--- src/rtl/fbd_pkg.sv ---
package fbd_pkg;
  typedef enum logic [1:0] {ST_IDLE = 2'd0, ST_RD = 2'd1, ST_WR = 2'd2} fbd_state_e;

  localparam logic [2:0] REG_CTRL     = 3'd0;
  localparam logic [2:0] REG_RD_START = 3'd1;
  localparam logic [2:0] REG_WR_START = 3'd2;
  localparam logic [2:0] REG_COUNTS   = 3'd3;
  localparam logic [2:0] REG_CNT_EN   = 3'd4;

  localparam int CTRL_TXTHR_LSB = 8;
  localparam int CTRL_RXTHR_LSB = 16;
  localparam int CTRL_RDLEN_LSB = 24;
  localparam int CTRL_WRLEN_LSB = 28;
  localparam int COUNTS_WR_LSB  = 16;
endpackage

--- src/rtl/fbd_cfg_regs.sv ---
module fbd_cfg_regs
  import fbd_pkg::*;
#(
  parameter int AW         = 32,
  parameter int LW         = 6,
  parameter int LENW       = 3,
  parameter int CW         = 16,
  parameter int RX_THR_RST = 31
) (
  input  logic            clk_i,
  input  logic            rst_ni,
  input  logic            we_i,
  input  logic [2:0]      addr_i,
  input  logic [31:0]     wdata_i,
  input  logic            fin_i,
  output logic            en_o,
  output logic            en_set_o,
  output logic [LW-1:0]   tx_thr_o,
  output logic [LW-1:0]   rx_thr_o,
  output logic [LENW-1:0] rd_m1_o,
  output logic [LENW-1:0] wr_m1_o,
  output logic [AW-1:0]   rd_start_o,
  output logic [AW-1:0]   wr_start_o,
  output logic [CW-1:0]   rd_cnt_o,
  output logic [CW-1:0]   wr_cnt_o,
  output logic            rd_cen_o,
  output logic            wr_cen_o,
  output logic [31:0]     rdata_o
);
  logic ctrl_wr;
  assign ctrl_wr  = we_i && (addr_i == REG_CTRL);
  assign en_set_o = ctrl_wr && !en_o && wdata_i[0];

  always_ff @(posedge clk_i or negedge rst_ni) begin
    if (!rst_ni) begin
      en_o       <= 1'b0;
      tx_thr_o   <= '0;
      rx_thr_o   <= LW'(RX_THR_RST);
      rd_m1_o    <= '0;
      wr_m1_o    <= '0;
      rd_start_o <= '0;
      wr_start_o <= '0;
      rd_cnt_o   <= '0;
      wr_cnt_o   <= '0;
      rd_cen_o   <= 1'b0;
      wr_cen_o   <= 1'b0;
    end else begin
      if (fin_i) begin
        en_o <= 1'b0;
      end else if (ctrl_wr) begin
        if (!en_o) begin
          en_o     <= wdata_i[0];
          tx_thr_o <= wdata_i[CTRL_TXTHR_LSB +: LW];
          rx_thr_o <= wdata_i[CTRL_RXTHR_LSB +: LW];
          rd_m1_o  <= wdata_i[CTRL_RDLEN_LSB +: LENW];
          wr_m1_o  <= wdata_i[CTRL_WRLEN_LSB +: LENW];
        end else if (!wdata_i[0]) begin
          en_o <= 1'b0;  // abort; fields stay frozen while running
        end
      end
      if (we_i && addr_i == REG_RD_START) rd_start_o <= wdata_i[AW-1:0];
      if (we_i && addr_i == REG_WR_START) wr_start_o <= wdata_i[AW-1:0];
      if (we_i && addr_i == REG_COUNTS) begin
        rd_cnt_o <= wdata_i[CW-1:0];
        wr_cnt_o <= wdata_i[COUNTS_WR_LSB +: CW];
      end
      if (we_i && addr_i == REG_CNT_EN) begin
        rd_cen_o <= wdata_i[0];
        wr_cen_o <= wdata_i[1];
      end
    end
  end

  always_comb begin
    rdata_o = '0;
    case (addr_i)
      REG_CTRL: begin
        rdata_o[0]                     = en_o;
        rdata_o[CTRL_TXTHR_LSB +: LW]  = tx_thr_o;
        rdata_o[CTRL_RXTHR_LSB +: LW]  = rx_thr_o;
        rdata_o[CTRL_RDLEN_LSB +: LENW] = rd_m1_o;
        rdata_o[CTRL_WRLEN_LSB +: LENW] = wr_m1_o;
      end
      REG_RD_START: rdata_o[AW-1:0] = rd_start_o;
      REG_WR_START: rdata_o[AW-1:0] = wr_start_o;
      REG_COUNTS: begin
        rdata_o[CW-1:0]              = rd_cnt_o;
        rdata_o[COUNTS_WR_LSB +: CW] = wr_cnt_o;
      end
      REG_CNT_EN: rdata_o[1:0] = {wr_cen_o, rd_cen_o};
      default: rdata_o = '0;
    endcase
  end
endmodule

--- src/rtl/fbd_dir_track.sv ---
module fbd_dir_track #(
  parameter int AW         = 32,
  parameter int CW         = 16,
  parameter int WORD_BYTES = 8
) (
  input  logic          clk_i,
  input  logic          rst_ni,
  input  logic          load_i,
  input  logic [AW-1:0] start_i,
  input  logic [CW-1:0] count_i,
  input  logic          cen_i,
  input  logic          beat_i,
  input  logic          burst_done_i,
  output logic [AW-1:0] ptr_o,
  output logic          fin_o
);
  logic [CW-1:0] left_q;
  logic          cen_q;

  always_ff @(posedge clk_i or negedge rst_ni) begin
    if (!rst_ni) begin
      ptr_o  <= '0;
      left_q <= '0;
      cen_q  <= 1'b0;
    end else if (load_i) begin
      ptr_o  <= start_i;
      left_q <= count_i;
      cen_q  <= cen_i;
    end else begin
      if (beat_i) ptr_o <= ptr_o + AW'(WORD_BYTES);
      if (burst_done_i && left_q != '0) left_q <= left_q - CW'(1);
    end
  end

  assign fin_o = !cen_q || (left_q == '0);
endmodule

--- src/rtl/fbd_burst_fsm.sv ---
module fbd_burst_fsm
  import fbd_pkg::*;
#(
  parameter int LENW = 3
) (
  input  logic            clk_i,
  input  logic            rst_ni,
  input  logic            en_i,
  input  logic            go_rd_i,
  input  logic            go_wr_i,
  input  logic [LENW-1:0] rd_m1_i,
  input  logic [LENW-1:0] wr_m1_i,
  input  logic            mem_gnt_i,
  input  logic            mem_rvalid_i,
  output logic            mem_req_o,
  output logic            mem_we_o,
  output logic            rd_beat_o,
  output logic            wr_beat_o,
  output logic            rd_done_o,
  output logic            wr_done_o,
  output logic            tx_push_o,
  output logic            rx_pop_o,
  output logic            idle_o
);
  localparam int BW = LENW + 1;

  fbd_state_e    st_q;
  logic [BW-1:0] len_q, iss_q, ret_q;

  always_comb begin
    mem_req_o = 1'b0;
    mem_we_o  = 1'b0;
    rd_beat_o = 1'b0;
    wr_beat_o = 1'b0;
    rd_done_o = 1'b0;
    wr_done_o = 1'b0;
    tx_push_o = 1'b0;
    rx_pop_o  = 1'b0;
    case (st_q)
      ST_RD: begin
        mem_req_o = iss_q < len_q;
        rd_beat_o = mem_req_o && mem_gnt_i;
        tx_push_o = mem_rvalid_i;
        rd_done_o = mem_rvalid_i && (ret_q + BW'(1) == len_q);
      end
      ST_WR: begin
        mem_req_o = 1'b1;
        mem_we_o  = 1'b1;
        wr_beat_o = mem_gnt_i;
        rx_pop_o  = mem_gnt_i;
        wr_done_o = mem_gnt_i && (iss_q + BW'(1) == len_q);
      end
      default: ;
    endcase
  end

  assign idle_o = (st_q == ST_IDLE);

  always_ff @(posedge clk_i or negedge rst_ni) begin
    if (!rst_ni) begin
      st_q  <= ST_IDLE;
      len_q <= '0;
      iss_q <= '0;
      ret_q <= '0;
    end else begin
      case (st_q)
        ST_IDLE: begin
          iss_q <= '0;
          ret_q <= '0;
          if (en_i && go_wr_i) begin  // drain side first
            st_q  <= ST_WR;
            len_q <= BW'(wr_m1_i) + BW'(1);
          end else if (en_i && go_rd_i) begin
            st_q  <= ST_RD;
            len_q <= BW'(rd_m1_i) + BW'(1);
          end
        end
        ST_RD: begin
          if (rd_beat_o) iss_q <= iss_q + BW'(1);
          if (mem_rvalid_i) ret_q <= ret_q + BW'(1);
          if (rd_done_o) st_q <= ST_IDLE;
        end
        ST_WR: begin
          if (wr_beat_o) iss_q <= iss_q + BW'(1);
          if (wr_done_o) st_q <= ST_IDLE;
        end
        default: st_q <= ST_IDLE;
      endcase
    end
  end
endmodule

--- src/rtl/fifo_burst_dma.sv ---
module fifo_burst_dma
  import fbd_pkg::*;
#(
  parameter int AW         = 32,
  parameter int DW         = 64,
  parameter int FIFO_DEPTH = 32,
  parameter int MAX_BURST  = 8,
  parameter int CW         = 16,
  parameter int RX_THR_RST = 31
) (
  input  logic                            clk_i,
  input  logic                            rst_ni,
  input  logic                            cfg_we_i,
  input  logic [2:0]                      cfg_addr_i,
  input  logic [31:0]                     cfg_wdata_i,
  output logic [31:0]                     cfg_rdata_o,
  input  logic [$clog2(FIFO_DEPTH+1)-1:0] tx_level_i,
  output logic                            tx_push_o,
  output logic [DW-1:0]                   tx_data_o,
  input  logic [$clog2(FIFO_DEPTH+1)-1:0] rx_level_i,
  output logic                            rx_pop_o,
  input  logic [DW-1:0]                   rx_data_i,
  output logic                            mem_req_o,
  output logic                            mem_we_o,
  output logic [AW-1:0]                   mem_addr_o,
  output logic [DW-1:0]                   mem_wdata_o,
  input  logic                            mem_gnt_i,
  input  logic                            mem_rvalid_i,
  input  logic [DW-1:0]                   mem_rdata_i,
  output logic                            done_o
);
  localparam int LW         = $clog2(FIFO_DEPTH + 1);
  localparam int LENW       = $clog2(MAX_BURST);
  localparam int WORD_BYTES = DW / 8;

  logic            en_q, en_set, fin;
  logic [LW-1:0]   tx_thr, rx_thr;
  logic [LENW-1:0] rd_m1, wr_m1;
  logic [AW-1:0]   rd_start, wr_start, rd_ptr, wr_ptr;
  logic [CW-1:0]   rd_cnt, wr_cnt;
  logic            rd_cen, wr_cen, rd_fin, wr_fin;
  logic            rd_beat, wr_beat, rd_done, wr_done, idle;
  logic            go_rd, go_wr;

  fbd_cfg_regs #(
    .AW(AW), .LW(LW), .LENW(LENW), .CW(CW), .RX_THR_RST(RX_THR_RST)
  ) u_regs (
    .clk_i, .rst_ni,
    .we_i(cfg_we_i), .addr_i(cfg_addr_i), .wdata_i(cfg_wdata_i), .fin_i(fin),
    .en_o(en_q), .en_set_o(en_set),
    .tx_thr_o(tx_thr), .rx_thr_o(rx_thr), .rd_m1_o(rd_m1), .wr_m1_o(wr_m1),
    .rd_start_o(rd_start), .wr_start_o(wr_start),
    .rd_cnt_o(rd_cnt), .wr_cnt_o(wr_cnt), .rd_cen_o(rd_cen), .wr_cen_o(wr_cen),
    .rdata_o(cfg_rdata_o)
  );

  fbd_dir_track #(.AW(AW), .CW(CW), .WORD_BYTES(WORD_BYTES)) u_rd_trk (
    .clk_i, .rst_ni, .load_i(en_set), .start_i(rd_start), .count_i(rd_cnt),
    .cen_i(rd_cen), .beat_i(rd_beat), .burst_done_i(rd_done),
    .ptr_o(rd_ptr), .fin_o(rd_fin)
  );

  fbd_dir_track #(.AW(AW), .CW(CW), .WORD_BYTES(WORD_BYTES)) u_wr_trk (
    .clk_i, .rst_ni, .load_i(en_set), .start_i(wr_start), .count_i(wr_cnt),
    .cen_i(wr_cen), .beat_i(wr_beat), .burst_done_i(wr_done),
    .ptr_o(wr_ptr), .fin_o(wr_fin)
  );

  // a one-word burst never qualifies
  assign go_rd = !rd_fin && (rd_m1 != '0) && (tx_level_i < tx_thr);
  assign go_wr = !wr_fin && (wr_m1 != '0) && (rx_level_i > rx_thr);

  fbd_burst_fsm #(.LENW(LENW)) u_fsm (
    .clk_i, .rst_ni, .en_i(en_q), .go_rd_i(go_rd), .go_wr_i(go_wr),
    .rd_m1_i(rd_m1), .wr_m1_i(wr_m1),
    .mem_gnt_i, .mem_rvalid_i,
    .mem_req_o, .mem_we_o,
    .rd_beat_o(rd_beat), .wr_beat_o(wr_beat), .rd_done_o(rd_done), .wr_done_o(wr_done),
    .tx_push_o, .rx_pop_o, .idle_o(idle)
  );

  assign fin         = en_q && idle && rd_fin && wr_fin;
  assign done_o      = fin;
  assign mem_addr_o  = mem_we_o ? wr_ptr : rd_ptr;
  assign mem_wdata_o = rx_data_i;
  assign tx_data_o   = mem_rdata_i;
endmodule

--- config.mk ---
export PLATFORM = sky130hd
export DESIGN_NAME = fifo_burst_dma
export DESIGN_NICKNAME = d
export VERILOG_FILES = /design/src/rtl/fbd_pkg.sv /design/src/rtl/fbd_cfg_regs.sv /design/src/rtl/fbd_dir_track.sv /design/src/rtl/fbd_burst_fsm.sv /design/src/rtl/fifo_burst_dma.sv
export SDC_FILE = /design/constraint.sdc
export NUM_CORES = 1
export LEC_CHECK = 0
export ABC_AREA = 1
export BUFFER_PORTS_ARGS = -buffer_cell sky130_fd_sc_hd__buf_4
export CAP_MARGIN = 20
export CORE_UTILIZATION = 55
export CTS_BUF_LIST = sky130_fd_sc_hd__clkbuf_8
export CTS_CLUSTER_SIZE = 40
export DETAILED_ROUTE_END_ITERATION = 12
export PLACE_DENSITY = 0.83
export SKIP_CTS_REPAIR_TIMING = 1
export SLEW_MARGIN = 25
export SYNTH_ARGS = -nofsm -noshare
export SYNTH_HDL_FRONTEND = slang
export SYNTH_SLANG_ARGS = --single-unit
--- constraint.sdc ---
create_clock -name clk_i -period 2.8 [get_ports clk_i]
set_input_delay 0.28 -clock clk_i [delete_from_list [all_inputs] [get_ports clk_i]]
set_output_delay 0.28 -clock clk_i [all_outputs]
set_load 0.005 [all_outputs]
==> results.yml, run 1 <==
cts:
  cts_tree: "yes"
  clock_latency_ns: 0.55
  cts_sinks: 229
  cts-root-buf: "clkbuf_8"
  clkTransAtPathRegs_ns: 0.06
  htreeDepth: 2
  clockBufferDepth: 3
  cts_buffers: 41
sta:
  holdWs_ns: -0.0282
  setup_viol: 0
  fmax_mhz: 365
  slew_viol_final: 0
  fin_crit_sh_pct: 97.8
  slew-limit-headroom_pct: 58.8
  rsz0062_at_grt: "false"
  hold_viol: 2
  finClkSkew_ns: 0.0272
  layout_min_cycle_time_ns: 2.74
  worst_slew_pin_slew_ns: 0.619
  fin_ws_ns: 0.0622
  fin_tns_setup_ns: 0
run:
  maxCapViolCount: 0
drt:
  drt_wl_total_um: 42100
  drc: 0
  vias_per_cell: 5.70
  drtIter0Drc: 1529
  ant_nets: 0
  num_vias: 12800
  routedWlPerCell_um: 18.8
  dr.pass1.iters: 6
grt:
  grt_pass1_wl_um: 65600
  track_usage_pct: 32.2
  grt_pass1_vias: 12300
  antenna_found_initial: 0
  overflow: 0
  grt_start_max_net_pins: 76
final_layout:
  antenna_cells: 0
  drive_gt1_share_pct: 12.1
  fill_cells: 2148
  fin_nets: 2099
  area_delta_synth_final_pct: 9.43
  final_util_pct: 62.2
synth:
  syn-cell-area_mm2: 0.0140
  seq_area_frac_synth_pct: 41.0
  async_flop_share_pct: 100
  netlist_instances: 1884
  synthMostInstantiatedCell: "nand2_1"
  synth_edf_count: 0
  synthTopCellsByCount: "nand2_1 (569), dfrtp_1 (224), inv_1 (213), o21ai_0 (193), buf_4 (135)"
  ys_types: 39
  synth_fp_nets: 2091
  synth.top_cell.area_share_pct: 40.1
  ys.flop_type: "dfrtp_1"
  synthTopCellsByArea: "dfrtp_1 (40%), nand2_1 (15%), buf_4 (7.2%), o21ai_0 (6.9%), inv_1 (5.7%)"
  ys_ff_latch: 229
  yosys_warnings: 0
  synth_top_area_cell: "dfrtp_1"
  synth_area_per_cell_um2: 7.42
setup_path:
  cp.buffers_inverters: 4
  path_max_fanout: 27
  crit_path_cell_trace: "inv_1 -> ha_2 -> buf_4 -> buf_4 -> nand2_1 -> o21ai_0 -> buf_4"
  reg2reg_depth: 13
  arrival_ns: 2.46
  crit_family: "buffers and inverters"
  end_kind: "output port"
  setup.worst_path.class: "flop to output port"
  max_stage_delay_ns: 0.40
  cpMaxStageDelayCell: "dfrtp_1"
  r2r_start: "u_regs.rx_thr_o[3]"
  cp_num_cells: 7
  reg2reg_slack_ns: 0.42
  critPathMostFrequentCell: "buf_4"
  r2r-end: "u_fsm.len_q[1]"
  worstSetupStartpointType: "flop"
  worstPathRequired_ns: 2.52
worst_hold_path:
  whs_path_depth: 3
  holdPathEnd: "u_regs.tx_thr_o[2]"
  hp-start: "cfg_wdata_i[10]"
  hold_path_class: "input pin to flop"
pwr:
  p_leak_uw: 0.00749
  share_comb_of_total_power_pct: 32.2
  power.share.switching_pct: 38.1
  p_per_area_mw_per_mm2: 837
  pwr-share-seq_pct: 41.9
  power_uw: 12800
  p_sw_uw: 4890
  clkPwrFrac_pct: 25.9
  peakVddDrop_uv: 454
  p_int_uw: 7930
status:
  status: "finished, violations left"
  violations: "hold timing"
die:
  die-height_um: 161
  initial_core_util_pct: 56.8
  dieWidth_um: 161
  core_mm2: 0.0246
  dieArea_mm2: 0.0261
  num_rows: 57
  io_pins: 377
place:
  port-buffer-count: 120
  dp.final_hpwl_um: 30900
  gp_congestion: 0.968
  post-place-ws_ns: 0.498
[worst max-delay path by stage]
stage                                   from              to  slack [ns]
final                          u_fsm.st_q[0]  mem_addr_o[12]        0.06
after global routing           u_fsm.st_q[0]   mem_addr_o[3]        0.02
after CTS                      u_fsm.st_q[0]  mem_addr_o[12]        0.14
after detailed placement  u_regs.rx_thr_o[3]  u_fsm.len_q[1]        0.50
after global placement    u_regs.rx_thr_o[4]  u_fsm.len_q[1]        0.56
after floorplan           u_regs.rx_thr_o[4]  u_fsm.len_q[1]        0.70
[cell type report]
class	count	area, um^2	area share [%]
sequential	229	5740	37.5
clock inverter	14	96.3	0.630
multi-input combinational	1243	6180	40.4
inverter	217	815	5.32
tap	324	405	2.65
timing repair buffer	160	1280	8.39
clock buffer	57	785	5.13
[metal layers]
metal	vias to the layer above	wire (um)	part of all wire (%)	GRT usage [%]
li1	5919	-	-	-
met1	5953	16900	40	44.1
met2	784	19000	45	49.8
met3	126	4800	11	6.88
met4	0	1390	3.3	12.9
met5	-	0	0	0
[kinds of logic after synthesis]
group | Yosys count | share of synthesized area (%)
adder cells (fa/ha/maj) | 27 | 2.42
AO/OA/AOI/OAI | 318 | 13.2
XOR/XNOR | 73 | 4.57
buffers and inverters | 412 | 14.9
flip-flops | 229 | 41.0
AND/OR/NAND/NOR | 825 | 23.9
[per-stage QoR]
step	hold WS (ns)	instances	cell area (um^2)
floorplan	-0.0156	1884	14000
global placement	0.289	2158	14300
detailed placement	0.297	2158	14300
CTS	-0.272	2229	15200
global route	0.0114	2244	15300
finish	-0.0282	2244	15300
[worst register-to-register path: stages (launching register included)]
cell and delay [ns]:
dfstp_2 0.52, inv_1 0.07, ha_1 0.31, nand2_1 0.08, nor2_1 0.13, nand2_1 0.07, nand3_1 0.17, nand4_1 0.28
nand2_1 0.15, nand2_1 0.08, inv_1 0.06, ha_1 0.21, nand2_1 0.06, o21ai_0 0.08
[registers in the layout, summed over array words and instances, names as in the netlist, 2 cells and up]
name	count
u_fsm.iss_q	4
u_fsm.len_q	4
u_fsm.ret_q	4
u_fsm.st_q	2
u_rd_trk.left_q	16
u_rd_trk.ptr_o	32
u_regs.rd_cnt_o	16
u_regs.rd_m1_o	3
u_regs.rd_start_o	32
u_regs.rx_thr_o	6
u_regs.tx_thr_o	6
u_regs.wr_cnt_o	16
u_regs.wr_m1_o	3
u_regs.wr_start_o	32
u_wr_trk.left_q	16
u_wr_trk.ptr_o	32
[layout by cell type (no fill, tap or decap), drive strengths merged, types with 18 or more instances in the layout]
cell    instances
o21ai         214
o211ai         34
o221ai         23
inv           224
nor3           25
a22oi          18
xor2           62
nand3          91
nand2         575
dfrtp         224
ha             27
buf           145
clkbuf         57
nor2          115
[power by group through the flow]
| stage | Clock (uW) | Combinational [uW] | Sequential (uW) |
|---|---|---|---|
| global placement | 0 | 3890 | 5320 |
| CTS | 3350 | 4060 | 5310 |
| global route | 3480 | 4670 | 5480 |
| detailed placement | 0 | 4030 | 5350 |
| floorplan | 0 | 2890 | 5040 |
| finish | 3320 | 4130 | 5360 |
No activity file was read; power rests on OpenSTA's default activity.
==> inputs of run 2 (changes only) <==
Settings changed: CORE_MARGIN set to 3.
==> run 2 against run 1 <==
  * The flow still finishes with violations (hold timing)
  * Clock power down 8.1%
  * Total power down 2.2%
  * Critical path depth down 2
  * Sequential power about the same
  * Utilization down 0.67 points
  * Highest routed layer unchanged
==> results.yml, run 2 (synthesis gave the netlist of run 1 again) <==
pwr:
  clkPwrFrac_pct: 24.3
  share_comb_of_total_power_pct: 33.0
  power.share.switching_pct: 38.9
  pwr-share-seq_pct: 42.7
  p_int_uw: 7660
  p_sw_uw: 4870
  p_per_area_mw_per_mm2: 825
  p_leak_uw: 0.00746
  peakVddDrop_uv: 474
status:
  violations: "hold timing"
  status: "finished, violations left"
cts:
  cts_sinks: 229
  clkTransAtPathRegs_ns: 0.06
  clock_latency_ns: 0.56
  cts-root-buf: "clkbuf_8"
  clockBufferDepth: 3
  htreeDepth: 2
  cts_buffers: 39
  cts_tree: "yes"
sta:
  rsz0062_at_grt: "false"
  fmax_mhz: 373
  holdWs_ns: -0.0295
  setup_viol: 0
  finClkSkew_ns: 0.0181
  slew_viol_final: 0
  layout_min_cycle_time_ns: 2.68
  slew-limit-headroom_pct: 55.3
  fin_crit_sh_pct: 95.7
  fin_tns_setup_ns: 0
  fin_ws_ns: 0.121
  worst_slew_pin_slew_ns: 0.670
  hold_viol: 2
drt:
  routedWlPerCell_um: 19.0
  vias_per_cell: 5.75
  drt_wl_total_um: 42700
  drc: 0
  num_vias: 12900
  drtIter0Drc: 1699
  ant_nets: 0
  dr.pass1.iters: 6
final_layout:
  area_delta_synth_final_pct: 8.56
  fin_nets: 2097
  drive_gt1_share_pct: 11.5
  fin_cells: 2240
  final_cell_mix: "nand2_1 (566), inv_1 (227), dfrtp_1 (224)"
  fill_cells: 2167
  layout_commonest_cell: "nand2_1"
  antenna_cells: 0
grt:
  grt_start_max_net_pins: 82
  antenna_found_initial: 0
  grt_pass1_wl_um: 65300
  track_usage_pct: 30.7
  overflow: 0
  grt_pass1_vias: 12000
place:
  dp.final_hpwl_um: 31500
  post-place-ws_ns: 0.403
  place_inst: 2157
  gp_congestion: 0.972
  port-buffer-count: 120
die:
  die-height_um: 165
  num_rows: 57
  io_pins: 377
  initial_core_util_pct: 56.7
  dieWidth_um: 165
  core_mm2: 0.0247
  dieArea_mm2: 0.0274
setup_path:
  setup.worst_path.class: "flop to output port"
  arrival_ns: 2.40
  worstSetupStartpointType: "flop"
  worstPathRequired_ns: 2.52
  path_max_fanout: 51
  end_kind: "output port"
run:
  maxCapViolCount: 0
worst_hold_path:
  hold_path_class: "input pin to flop"
-- run 2: cell types whose count changed in the layout (fill, tap and decap cells not counted), sizes merged --
| cell | previous run | this run |
|---|---|---|
| clkinv | 4 | 2 |
| buf | 145 | 144 |
| dlygate4sd3 | 15 | 16 |
| clkbuf | 57 | 48 |
| clkinvlp | 2 | 1 |
| inv | 224 | 232 |
-- run 2: routing by layer --
layer / routed length, um / vias to the layer above / track usage, %
met5: 0 / - / 0
met4: 1690 / 0 / 11.9
met3: 5250 / 120 / 8.56
met2: 18900 / 804 / 46.6
met1: 16800 / 6021 / 41.9
li1: - / 5943 / -
-- run 2: metrics by stage --
| stage | cell area (um^2) | utilization, % | power (uW) |
|---|---|---|---|
| floorplan | 14000 | - | 7930 |
| global placement | 14300 | 57.8 | 9200 |
| detailed placement | 14300 | 57.8 | 9390 |
| CTS | 15000 | 60.9 | 12400 |
| global route | 15200 | 61.5 | 13400 |
| finish | 15200 | 61.5 | 12500 |
-- run 2: path summary, 6_finish.rpt --
path	from	to	slack, ns	depth (start not counted)
setup / recovery	u_fsm.st_q[0]	mem_addr_o[31]	0.12	5
hold / removal	cfg_wdata_i[9]	u_regs.tx_thr_o[1]	-0.03	3
setup reg to reg	u_regs.rx_thr_o[4]	u_fsm.len_q[1]	0.30	13
hold reg to reg	u_rd_trk.ptr_o[0]	u_rd_trk.ptr_o[0]	0.49	2
max in group asynchronous	rst_ni	u_regs.rx_thr_o[0]	1.52	3
min in group asynchronous	rst_ni	u_rd_trk.ptr_o[23]	0.32	2
-- run 2: final cells by class --
type / count / area [um^2] / area share [%]
clock buffers: 48 / 661 / 4.35
clock inverters: 19 / 109 / 0.717
inverters: 217 / 815 / 5.37
multi-input cells: 1243 / 6180 / 40.7
flip-flops and latches: 229 / 5740 / 37.8
well taps: 324 / 405 / 2.67
repair buffers: 160 / 1270 / 8.39
-- run 2: critical path, cell delays in order, from the launching register on --
cell,delay [ns]
dfrtp_1,0.40
inv_1,0.12
ha_2,0.37
buf_4,0.46
o21ai_0,0.28
buf_4,0.20
-- run 2: power by group through the flow --
stage	clock [uW]	combinational, uW	sequential (uW)
after floorplan	0	2890	5040
after global placement	0	3890	5310
after detailed placement	0	4050	5340
after CTS	3070	4070	5300
after global routing	3240	4690	5470
final	3050	4130	5350
==> inputs of run 3 (changes only) <==
Settings changed: ABC_AREA 1 to not set, PLACE_DENSITY 0.83 to 0.84.
==> run 3 against run 2 <==
  * The flow finishes with violations (setup timing)
  * Sequential power up 5.0%
  * Register-to-register slack worse by 0.43 ns
  * Maximum frequency down 8.7%
  * Design area down 2.2%
  * Critical path type is now flop to flop
  * Critical endpoint is now u_fsm.len_q[2]
  * Highest routed layer is now met5
==> results.yml, run 3 <==
status:
  status: "finished, violations left"
  violations: "setup timing"
synth:
  seq_area_frac_synth_pct: 42.9
  netlist_instances: 1356
  yosys_warnings: 0
  synthMostInstantiatedCell: "dfrtp_1"
  synth_edf_count: 0
  synthTopCellsByArea: "dfrtp_1 (42%), mux2_2 (13%), buf_4 (7.2%), nand2_1 (5.1%), xnor2_1 (4.5%)"
  synth_top_area_cell: "dfrtp_1"
  synth_area_per_cell_um2: 9.87
  syn-cell-area_mm2: 0.0134
  synth_fp_nets: 1563
  ys_ff_latch: 229
  synthTopCellsByCount: "dfrtp_1 (224), nand2_1 (183), mux2_2 (150), buf_4 (129), o21ai_0 (94)"
  ys_types: 68
  async_flop_share_pct: 100
  ys.flop_type: "dfrtp_1"
  synth.top_cell.area_share_pct: 41.9
pwr:
  p_per_area_mw_per_mm2: 867
  peakVddDrop_uv: 683
  power.share.switching_pct: 35.9
  p_sw_uw: 4620
  pwr-share-seq_pct: 43.6
  p_leak_uw: 0.00629
  share_comb_of_total_power_pct: 32.3
  p_int_uw: 8260
  clkPwrFrac_pct: 24.0
final_layout:
  drive_gt1_share_pct: 29.6
  area_delta_synth_final_pct: 11.0
  antenna_cells: 0
  final_cell_mix: "dfrtp_1 (223), nand2_1 (182), buf_4 (151)"
  finalInstanceArea_mm2: 0.0149
  fin_nets: 1582
  layout_commonest_cell: "dfrtp_1"
  final_util_pct: 62.7
grt:
  grt_pass1_vias: 10600
  overflow: 0
  antenna_found_initial: 0
  track_usage_pct: 30.4
  grt_start_max_net_pins: 86
  grt_pass1_wl_um: 62600
setup_path:
  setup.worst_path.class: "flop to flop"
  worstPathRequired_ns: 3.25
  arrival_ns: 3.38
  path_max_fanout: 4
  end_kind: "flop"
  worstSetupStartpointType: "flop"
cts:
  cts_buffers: 38
  cts_sinks: 229
  clockBufferDepth: 3
  cts-root-buf: "clkbuf_8"
  cts_tree: "yes"
  htreeDepth: 2
  clkTransAtPathRegs_ns: 0.06
  clock_latency_ns: 0.53
die:
  dieArea_mm2: 0.0262
  num_rows: 56
  core_mm2: 0.0237
  dieWidth_um: 162
  io_pins: 377
  die-height_um: 162
  initial_core_util_pct: 56.5
sta:
  worst_slew_pin_slew_ns: 0.817
  fin_crit_sh_pct: 105
  slew-limit-headroom_pct: 45.4
  holdWs_ns: 0.00158
  hold_viol: 0
  fin_ws_ns: -0.134
  rsz0062_at_grt: "true"
  setup_viol: 1
  finClkSkew_ns: 0.0137
  layout_min_cycle_time_ns: 2.93
  slew_viol_final: 0
  fmax_mhz: 341
drt:
  drt-met1-wl_um: 15200
  dr_wl_met2_um: 19400
  vias_per_cell: 6.23
  dr.pass1.iters: 6
  top_layer: "met5"
  routedWlPerCell_um: 24.0
  wl_met3_um: 5010
  drt_wl_total_um: 41200
  num_vias: 10700
  drtIter0Drc: 1177
  drc: 0
  ant_nets: 0
place:
  port-buffer-count: 120
  dp.final_hpwl_um: 30200
  gp_congestion: 0.953
  dpl_cell_area_mm2: 0.0138
worst_hold_path:
  hold_path_class: "input pin to flop"
run:
  maxCapViolCount: 0
[run 3: worst paths after layout]
kind                       slack, ns                from             endpoint  cells past startpoint
min reg2reg                     0.48   u_rd_trk.ptr_o[0]    u_rd_trk.ptr_o[0]                      2
max reg2reg                    -0.13  u_regs.rx_thr_o[2]       u_fsm.len_q[2]                     11
min                            0.002     cfg_wdata_i[11]   u_regs.tx_thr_o[3]                      3
max in group asynchronous       1.63              rst_ni       u_fsm.len_q[1]                      3
max                            -0.13  u_regs.rx_thr_o[2]       u_fsm.len_q[2]                     11
min in group asynchronous       0.37              rst_ni  u_rd_trk.left_q[12]                      2
[run 3: layout make-up]
type | instances | area [um^2]
fill | 1843 | 8830
multi-input combinational | 899 | 6400
sequential | 229 | 5740
timing repair buffer | 172 | 1390
clock buffer | 51 | 702
tap | 319 | 399
inverter | 35 | 131
clock inverter | 14 | 90.1
[run 3: cell families (layout without fill, tap and decap cells)]
kind of cell	count (synthesis)	after routing	synth area share, %
AND/OR/NAND/NOR	420	420	15.5
flip-flops	229	229	42.9
buffers and inverters	228	272	10.3
AO/OA/AOI/OAI	196	196	9.19
multiplexers	157	157	13.2
XOR/XNOR	99	99	6.48
adder cells (fa/ha/maj)	27	27	2.52
[run 3: worst max-delay path, stage by stage (launching register included)]
cell,delay [ns]
dfstp_2,0.54
inv_2,0.04
ha_1,0.28
nand4_1,0.11
o21bai_4,0.19
a311o_1,0.42
nor2_2,0.20
mux2_4,0.33
ha_4,0.19
nor4_2,0.32
a311oi_1,0.09
mux2i_1,0.14
[run 3: through the flow]
stage	worst slack (ns)	total power [uW]	TNS, ns	std cells
final	-0.134	12900	-0.134	1719
after CTS	-0.179	12600	-0.376	1701
after floorplan	0.0191	7940	0	1356
after global routing	-0.192	13600	-0.251	1719
after global placement	0.0604	9290	0	1636
after detailed placement	-0.0939	9490	-0.0939	1636
[run 3: power by group through the flow]
stage          clock network, uW  registers, uW  logic, uW
5_1_grt                     3270           5730       4590
4_1_cts                     3110           5540       3970
6_report                    3090           5620       4160
3_5_place_dp                   0           5560       3920
2_1_floorplan                  0           5180       2760
3_3_place_gp                   0           5510       3790
[run 3: per-layer routing]
metal | global-route usage, % | up-vias
met1 | 38.4 | 5239
li1 | - | 4658
met3 | 10.5 | 118
met5 | 1.70 | -
met2 | 48.6 | 696
met4 | 11.1 | 2
